==> src/rtl/padc_pkg.sv <==
package padc_pkg;

  typedef enum logic [3:0] {
    ST_IDLE,   // no session, chip select high
    ST_SESS,   // session open, waiting
    ST_WLO,    // write strobe low, word driven
    ST_WHI,    // write strobe high, word held
    ST_TA1,    // turnaround before read strobe
    ST_RLO,    // read strobe low, pins released
    ST_TA2,    // turnaround after read strobe
    ST_XLO,    // exit word, strobe low
    ST_XHI     // exit word, strobe high
  } seq_st_t;

  function automatic logic st_busy(input seq_st_t s);
    return !(s == ST_IDLE || s == ST_SESS);
  endfunction

  function automatic logic st_drives(input seq_st_t s);
    return (s == ST_WLO) || (s == ST_WHI) || (s == ST_XLO) || (s == ST_XHI);
  endfunction

endpackage

==> src/rtl/padc_phase_timer.sv <==
module padc_phase_timer #(
  parameter int CW = 2
) (
  input  logic          clk,
  input  logic          rst_n,
  input  logic          load,
  input  logic [CW-1:0] load_val,
  output logic          last
);
  logic [CW-1:0] cnt;

  always_ff @(posedge clk or negedge rst_n) begin
    if (!rst_n)          cnt <= '0;
    else if (load)       cnt <= load_val;
    else if (cnt != '0)  cnt <= cnt - 1'b1;
  end

  assign last = (cnt == '0);
endmodule

==> src/rtl/padc_word_pack.sv <==
module padc_word_pack #(
  parameter int   AW        = 7,
  parameter int   DW        = 8,
  parameter logic READ_FLAG = 1'b1,
  localparam int  BW        = 1 + AW + DW
) (
  input  logic          is_exit,
  input  logic          is_read,
  input  logic [AW-1:0] addr,
  input  logic [DW-1:0] data,
  output logic [BW-1:0] word
);
  always_comb begin
    if (is_exit)      word = {~READ_FLAG, {AW{1'b0}}, {DW{1'b0}}};
    else if (is_read) word = { READ_FLAG, addr, {DW{1'b0}}};
    else              word = {~READ_FLAG, addr, data};
  end
endmodule

==> src/rtl/padc_rd_capture.sv <==
module padc_rd_capture #(
  parameter int DW = 8
) (
  input  logic          clk,
  input  logic          rst_n,
  input  logic          en,
  input  logic [DW-1:0] din,
  output logic [DW-1:0] q
);
  always_ff @(posedge clk or negedge rst_n) begin
    if (!rst_n)  q <= '0;
    else if (en) q <= din;
  end
endmodule

==> src/rtl/padc_reg_seq.sv <==
module padc_reg_seq
  import padc_pkg::*;
#(
  parameter int   AW        = 7,
  parameter int   DW        = 8,
  parameter int   LOW_CYC   = 2,
  parameter int   HIGH_CYC  = 2,
  parameter logic READ_FLAG = 1'b1
) (
  input  logic                clk,
  input  logic                rst_n,
  input  logic [1:0]          host_ctrl,
  input  logic [AW-1:0]       host_addr,
  input  logic [DW-1:0]       host_wdata,
  input  logic                host_exit,
  output logic                busy,
  output logic                done,
  output logic [DW-1:0]       rd_byte,
  output logic                pin_cs_n,
  output logic                pin_wr_n,
  output logic                pin_rd_n,
  output logic                pin_tri,
  output logic [AW+DW:0]      pin_dout,
  input  logic [DW-1:0]       pin_din
);
  localparam int BW   = 1 + AW + DW;
  localparam int MAXC = (LOW_CYC > HIGH_CYC) ? LOW_CYC : HIGH_CYC;
  localparam int CW   = $clog2(MAXC + 1);
  localparam logic [CW-1:0] LO_LD = CW'(LOW_CYC - 1);
  localparam logic [CW-1:0] HI_LD = CW'(HIGH_CYC - 1);

  seq_st_t       st, nxt;
  logic          last, ld;
  logic [CW-1:0] ld_val;
  logic          op_rd;
  logic          take_acc, take_exit;
  logic [BW-1:0] word_q, word_new;

  // acceptance: access has priority over exit
  assign take_acc  = !st_busy(st) && host_ctrl[0];
  assign take_exit = (st == ST_SESS) && host_exit && !host_ctrl[0];

  always_comb begin
    nxt = st;
    unique case (st)
      ST_IDLE, ST_SESS: begin
        if (take_acc)       nxt = ST_WLO;
        else if (take_exit) nxt = ST_XLO;
      end
      ST_WLO: if (last) nxt = ST_WHI;
      ST_WHI: if (last) nxt = op_rd ? ST_TA1 : ST_SESS;
      ST_TA1: nxt = ST_RLO;
      ST_RLO: if (last) nxt = ST_TA2;
      ST_TA2: nxt = ST_SESS;
      ST_XLO: if (last) nxt = ST_XHI;
      ST_XHI: if (last) nxt = ST_IDLE;
      default: nxt = ST_IDLE;
    endcase
  end

  assign ld = (nxt != st);

  always_comb begin
    unique case (nxt)
      ST_WLO, ST_RLO, ST_XLO: ld_val = LO_LD;
      ST_WHI, ST_XHI:         ld_val = HI_LD;
      default:                ld_val = '0;
    endcase
  end

  padc_phase_timer #(.CW(CW)) u_timer (
    .clk      (clk),
    .rst_n    (rst_n),
    .load     (ld),
    .load_val (ld_val),
    .last     (last)
  );

  padc_word_pack #(.AW(AW), .DW(DW), .READ_FLAG(READ_FLAG)) u_pack (
    .is_exit (!take_acc),
    .is_read (host_ctrl[1]),
    .addr    (host_addr),
    .data    (host_wdata),
    .word    (word_new)
  );

  padc_rd_capture #(.DW(DW)) u_cap (
    .clk   (clk),
    .rst_n (rst_n),
    .en    ((st == ST_RLO) && last),
    .din   (pin_din),
    .q     (rd_byte)
  );

  always_ff @(posedge clk or negedge rst_n) begin
    if (!rst_n) begin
      st       <= ST_IDLE;
      op_rd    <= 1'b0;
      word_q   <= '0;
      pin_cs_n <= 1'b1;
      pin_wr_n <= 1'b1;
      pin_rd_n <= 1'b1;
      pin_tri  <= 1'b1;
      done     <= 1'b0;
    end else begin
      st <= nxt;
      if (take_acc) op_rd <= host_ctrl[1];
      if (take_acc || take_exit) word_q <= word_new;
      // pin levels follow the next state so they change on the same edge
      pin_cs_n <= (nxt == ST_IDLE);
      pin_wr_n <= !((nxt == ST_WLO) || (nxt == ST_XLO));
      pin_rd_n <= (nxt != ST_RLO);
      pin_tri  <= !st_drives(nxt);
      done     <= st_busy(st) && !st_busy(nxt);
    end
  end

  assign busy     = st_busy(st);
  assign pin_dout = word_q;
endmodule

==> config.mk <==
export PLATFORM = sky130hd
export DESIGN_NAME = padc_reg_seq
export DESIGN_NICKNAME = d
export VERILOG_FILES = /design/src/rtl/padc_pkg.sv /design/src/rtl/padc_phase_timer.sv /design/src/rtl/padc_word_pack.sv /design/src/rtl/padc_rd_capture.sv /design/src/rtl/padc_reg_seq.sv
export SDC_FILE = /design/constraint.sdc
export NUM_CORES = 1
export LEC_CHECK = 0
export ABC_AREA = 0
export CORE_MARGIN = 10
export CORE_UTILIZATION = 35
export CTS_CLUSTER_DIAMETER = 40
export CTS_CLUSTER_SIZE = 40
export DETAILED_ROUTE_END_ITERATION = 8
export PLACE_DENSITY_LB_ADDON = 0.1
export REMOVE_ABC_BUFFERS = 1
export SYNTH_ARGS = -nofsm -noshare
export SYNTH_HDL_FRONTEND = slang
export SYNTH_HIERARCHICAL = 1
export SYNTH_SLANG_ARGS = --single-unit
==> constraint.sdc <==
create_clock -name clk -period 4.4 [get_ports clk]
set_input_delay 0.44 -clock clk [delete_from_list [all_inputs] [get_ports clk]]
set_output_delay 0.44 -clock clk [all_outputs]
set_load 0.005 [all_outputs]
==> flow_summary.ini, run 1 <==
[outcome]
status = finished, final reports clean

[timing]
post-route-period-util = 0.568
fin_crit_ns = 2.50
fmax_ghz = 0.400
tightestPinTransition_ns = 0.973
setup_viol = 0
slew_viol_final = 0
fin_setup_tns_ns = 0
fin_ws_ns = 1.90
hold_viol = 0
whs_ns = 0.238
rsz0062_at_grt = no
finalClockSkew_ns = 0.00444
relSlewSlack = 0.349

[clock_tree]
clkSlewWorstSetupHoldPaths_ns = 0.07
htree_levels = 2
cts-root-buf = clkbuf_8
tritoncts = yes
clock_sinks = 36
cts_resized = 0
cts_inserted_buffers = 5
cts_setup_buffers = 0
cts.path.max_buffers = 2
worstSkewPairLatency_ns = 0.28
ctsHoldBuffers = 0

[critical_path]
cp.arrival_ns = 2.70
critical_path.cell_chain = inv_1, ha_1, and3_4, nor3b_2, a311o_4, mux2i_1, nand2b_1, nand2_1, o21ai_0
crit_type = reg2reg
cp_slowest_cell = nor3b_2
critPathCaptureType = flip-flop
max_stage_delay_ns = 0.78
critPathRequiredTime_ns = 4.60
worst-path-max-fanout = 12
critPathBufInv = 1
critPathTopFamily = simple AND/OR/NAND/NOR gates
start_kind = flip-flop

[placed_design]
portBuffers = 57
dp_hpwl_mm = 3.11
globalplace.congestion = 0.775
dpl_cell_area_mm2 = 0.00245
place_ws_ns = 1.88

[power_and_ir_drop]
combinationalPowerShare = 0.482
pwr-share-clk = 0.156
ir_drop_uv = 238
p_int_mw = 1.01
cellPowerDensity_mw_per_mm2 = 597
p_leak_nw = 1.09
finalPower_mw = 1.52
p_seq_frac = 0.362
p_sw_mw = 0.502
swShare = 0.331

[logic_synthesis]
ys_types = 47
synth_edf_count = 0
synth_seq_area_share = 0.478
async_reset_ff_frac = 1.00
syn-cell-area_mm2 = 0.00189
syn_avg_cell_area_um2 = 13.4
yosys_warnings = 6
ys_ff_latch = 36
synthCells = 141
ys.flop_type = dfrtp_1

[global_routing]
globalRoute.totalOverflow = 0
groute.usage.overall = 0.0968
met1_usage = 0.110
met3_usage = 0.0536
gr-max-usage-layer = met2
met2_usage = 0.151
grt_max_degree = 37
antenna_found_initial = 0
grt_pass1_wl_mm = 6.83
grt_pass1_vias = 1313

[drt]
drtPass1Iterations = 4
via_count = 1258
routed_wl_mm = 4.16
drc_errors = 0
wl_per_cell_um = 15.6
first_iter_violations = 69
drtAntennaViolNets = 0
viasPerCell = 4.71

[final_layout]
area_growth_syn_to_layout_pct = 34.1
design_area_mm2 = 0.00254
diodes = 0
drive_gt1_frac = 0.264
nNetsFinal = 225

[flow_run]
maxCapViolCount = 0

[floorplan]
fp.dieH_um = 93.6
initial_utilization = 0.366
core_region_area_mm2 = 0.00517
ios = 58
row_count = 26
die_x_um = 93.6
die_area_mm2 = 0.00876

[worst_hold_path]
hp-class = in2async
worst reg2reg max path, stage by stage, from the launching register on:
cell and delay, ns:
dfrtp_1 0.39, inv_1 0.06, ha_1 0.37, and3_4 0.27, nor3b_2 0.78, a311o_4 0.27, mux2i_1 0.08, nand2b_1 0.10
nand2_1 0.05, o21ai_0 0.06
Yosys cell counts, drive strengths merged (2+ instances only):
master  instances  area share
nand2b          2      0.0079
dfstp           4       0.055
and2b           7       0.029
o22ai           2      0.0099
mux2           25        0.18
nor3b           9       0.057
dfrtp          32        0.42
o31a            2      0.0092
and2            2      0.0079
nor2b           5       0.017
inv             6       0.012
buf             9       0.054
mux2i           2       0.011
nand2           6       0.012
nor2            3      0.0059
nor4            3       0.013
o21ai           5       0.015
sequential cells by signal, summed over array words and instances (netlist names), 2 cells and up:
name	count
pin_dout	16
u_cap/q	8
st	4
u_timer/cnt	2
logic make-up after synthesis:
logic type | count (synthesis) | share of synthesized area
other | 1 | 0.00198
and+or+nand+nor | 42 | 0.172
AOI/OAI and AO/OA | 17 | 0.0746
xor gates and xnor gates | 2 | 0.00925
adders and majority gates | 1 | 0.00660
DFF | 36 | 0.478
buffers and inverters | 15 | 0.0661
muxes | 27 | 0.191
cell type report:
| cell class | count | area (µm²) |
|---|---|---|
| Sequential cell | 36 | 906 |
| Fill cell | 458 | 2630 |
| Inverter | 6 | 22.5 |
| Multi-Input combinational cell | 90 | 868 |
| Clock buffer | 8 | 90.1 |
| Timing Repair Buffer | 57 | 566 |
| Tap cell | 70 | 87.6 |
layout by cell type (no fill, tap or decap), drive strengths merged, types with 2 or more instances in the layout:
master / Yosys / layout
and2: 2 / 2
and2b: 7 / 7
clkbuf: 0 / 8
clkdlybuf4s50: 0 / 56
dfrtp: 32 / 32
dfstp: 4 / 4
inv: 6 / 6
mux2: 25 / 25
mux2i: 2 / 2
nand2: 6 / 6
nand2b: 2 / 2
nor2: 3 / 3
nor2b: 5 / 5
nor3b: 9 / 9
nor4: 3 / 3
o21ai: 5 / 5
o22ai: 2 / 2
o31a: 2 / 2
routing by layer:
layer / up-vias / wire (µm)
li1: 600 / -
met1: 617 / 1720
met2: 35 / 1980
met3: 6 / 412
met4: 0 / 50
met5: - / 0
power by group through the flow:
stage / registers (mW) / logic [mW] / clock network, mW
after floorplan: 0.545 / 0.437 / 0
after global routing: 0.563 / 0.803 / 0.260
after detailed placement: 0.553 / 0.744 / 0
after CTS: 0.548 / 0.748 / 0.245
after global placement: 0.548 / 0.736 / 0
final: 0.549 / 0.730 / 0.237
worst paths after layout:
check / start / endpoint / slack [ns] / depth (start not counted)
worst max-delay path: u_timer/cnt[0] / u_timer/cnt[0] / 1.90 / 9
min in group clk: pin_dout[5] / pin_dout[5] / 0.49 / 1
worst min-delay path: rst_n / pin_dout[7] / 0.24 / 1
worst min register to register: pin_dout[5] / pin_dout[5] / 0.49 / 1
max in group asynchronous: rst_n / u_cap/q[5] / 3.66 / 1
worst max register to register: u_timer/cnt[0] / u_timer/cnt[0] / 1.90 / 9
stage by stage:
stage | cells | util
4_1_cts | 267 | 0.491
3_3_place_gp | 259 | 0.474
2_1_floorplan | 132 | -
3_5_place_dp | 259 | 0.474
5_1_grt | 267 | 0.491
6_report | 267 | 0.491
Power figures use the tool's default switching activity.
==> inputs of run 2 (changes only) <==
Clock period 4.4 ns to 2.2 ns, I/O delays scaled along.
==> run 2 against run 1 <==
Effect of this change: utilization increased by 0.97 points; power is 110% higher; global-route usage increased by 0.51 points; sequential power is 99% higher; combinational power grew 110%; flip-flop and latch count did not move; cell area grew 2.0%; routed wire length grew 1.6%; count of clock-buffer cells in the layout is 2 lower; largest power group unchanged.
==> flow_summary.ini, run 2 (synthesized netlist as in run 1, its figures left out) <==
[timing]
fin_crit_ns = 1.98
post-route-period-util = 0.898
fmax_ghz = 0.506
setup_viol = 0
finalClockSkew_ns = 0.00702
slew_viol_final = 0
rsz0062_at_grt = no
tightestPinTransition_ns = 0.812
relSlewSlack = 0.459
hold_viol = 0
fin_ws_ns = 0.225

[global_routing]
groute.usage.overall = 0.102
globalRoute.totalOverflow = 0
antenna_found_initial = 0
grt_pass1_wl_mm = 7.07
grt_max_degree = 37
grt_pass1_vias = 1391

[power_and_ir_drop]
ir_drop_uv = 448
p_leak_nw = 1.11
cellPowerDensity_mw_per_mm2 = 1220

[critical_path]
worst-path-max-fanout = 11
start_kind = flip-flop
critPathRequiredTime_ns = 2.37
crit_type = reg2reg
critPathCaptureType = flip-flop
cp.arrival_ns = 2.15

[drt]
routed_wl_mm = 4.23
first_iter_violations = 70
drc_errors = 0
via_count = 1267
viasPerCell = 4.68
drtPass1Iterations = 4
wl_per_cell_um = 15.6
drtAntennaViolNets = 0

[final_layout]
area_growth_syn_to_layout_pct = 36.7
largest_reg_flops = 16
drive_gt1_frac = 0.289
fin_util = 0.501
nFillCells = 458
final_common_cell = clkdlybuf4s50_1
diodes = 0
nNetsFinal = 229
layout_common_cells = 56 x clkdlybuf4s50_1, 32 x dfrtp_1, 16 x mux2_4

[placed_design]
place_ws_ns = 0.150
globalplace.congestion = 0.789
dp_hpwl_mm = 3.19
portBuffers = 57

[clock_tree]
cts_setup_buffers = 0
clock_sinks = 36
tritoncts = yes
cts_inserted_buffers = 5
clkSlewWorstSetupHoldPaths_ns = 0.07
worstSkewPairLatency_ns = 0.28
htree_levels = 2
cts.path.max_buffers = 2
cts-root-buf = clkbuf_8

[floorplan]
core_region_area_mm2 = 0.00517
row_count = 26
die_area_mm2 = 0.00876
initial_utilization = 0.366
fp.dieH_um = 93.6
die_x_um = 93.6
ios = 58

[flow_run]
maxCapViolCount = 0

[worst_hold_path]
hp-class = in2async

[outcome]
status = finished, final reports clean
run 2: cell types whose count changed in the layout (fill, tap and decap cells not counted):
cell / change
ha_1: -1
clkbuf_1: -1
ha_2: +1
clkinv_2: +1
clkbuf_8: -1
buf_4: +4
bufinv_16: +1
run 2: stage by stage:
stage	power, mW	instances	area, µm²	setup TNS, ns	hold WS, ns
finish	3.17	271	2590	0	0.0281
global route	3.41	271	2590	0	0.0849
CTS	3.22	271	2590	0	0.0426
detailed placement	2.63	263	2480	0	0.363
global placement	2.60	263	2480	0	0.351
floorplan	1.96	132	1790	-4.92	-0.0756
run 2: routing by layer:
| metal | share of wire | wire [µm] | GRT usage |
|---|---|---|---|
| met1 | 0.42 | 1800 | 0.117 |
| met4 | 0.0090 | 38 | 0.0291 |
| met2 | 0.48 | 2030 | 0.159 |
| met5 | 0 | 0 | 0 |
| met3 | 0.087 | 367 | 0.0576 |
run 2: timing repair:
| item | 4_1_cts | 5_1_grt |
|---|---|---|
| hold endpoints to repair | 0 | 0 |
| hold buffers | 0 | 0 |
| gates resized for setup | 0 | 1 |
| setup endpoints to repair | 0 | 1 |
run 2: layout make-up:
| type | instances | area (µm²) | area share |
|---|---|---|---|
| multi-input cells | 90 | 871 | 0.336 |
| clock buffers | 6 | 72.6 | 0.0280 |
| flip-flops and latches | 36 | 906 | 0.350 |
| inverters | 6 | 22.5 | 0.00870 |
| repair buffers | 61 | 596 | 0.230 |
| well taps | 70 | 87.6 | 0.0338 |
| clock inverters | 2 | 35.0 | 0.0135 |
run 2: worst paths after layout:
kind / from / to / slack, ns / depth (start not counted)
setup / recovery: st[3] / u_timer/cnt[1] / 0.22 / 7
hold / removal: rst_n / pin_dout[0] / 0.03 / 1
setup reg to reg: st[3] / u_timer/cnt[1] / 0.22 / 7
hold reg to reg: pin_dout[4] / pin_dout[4] / 0.49 / 1
max in group asynchronous: rst_n / pin_dout[4] / 1.66 / 1
min in group clk: pin_dout[4] / pin_dout[4] / 0.49 / 1
run 2: power by group:
| part | leakage (nW) | internal [mW] | switching, mW |
|---|---|---|---|
| sequential | 0.469 | 0.912 | 0.179 |
| clock | 0.0552 | 0.336 | 0.227 |
| combinational | 0.590 | 0.892 | 0.619 |
run 2: critical path, cell delays in order, from the launching register on:
cell     delay, ns
dfrtp_1       0.49
nor3_2        0.34
and2b_4       0.35
o31a_1        0.15
o22ai_1       0.08
nand2_1       0.12
or2b_1        0.23
o31a_1        0.10
==> inputs of run 3 (changes only) <==
Settings changed: SKIP_CTS_REPAIR_TIMING set to 1.
==> results of run 3 <==
Final layout, timing and power as in run 2 (identical DEF).
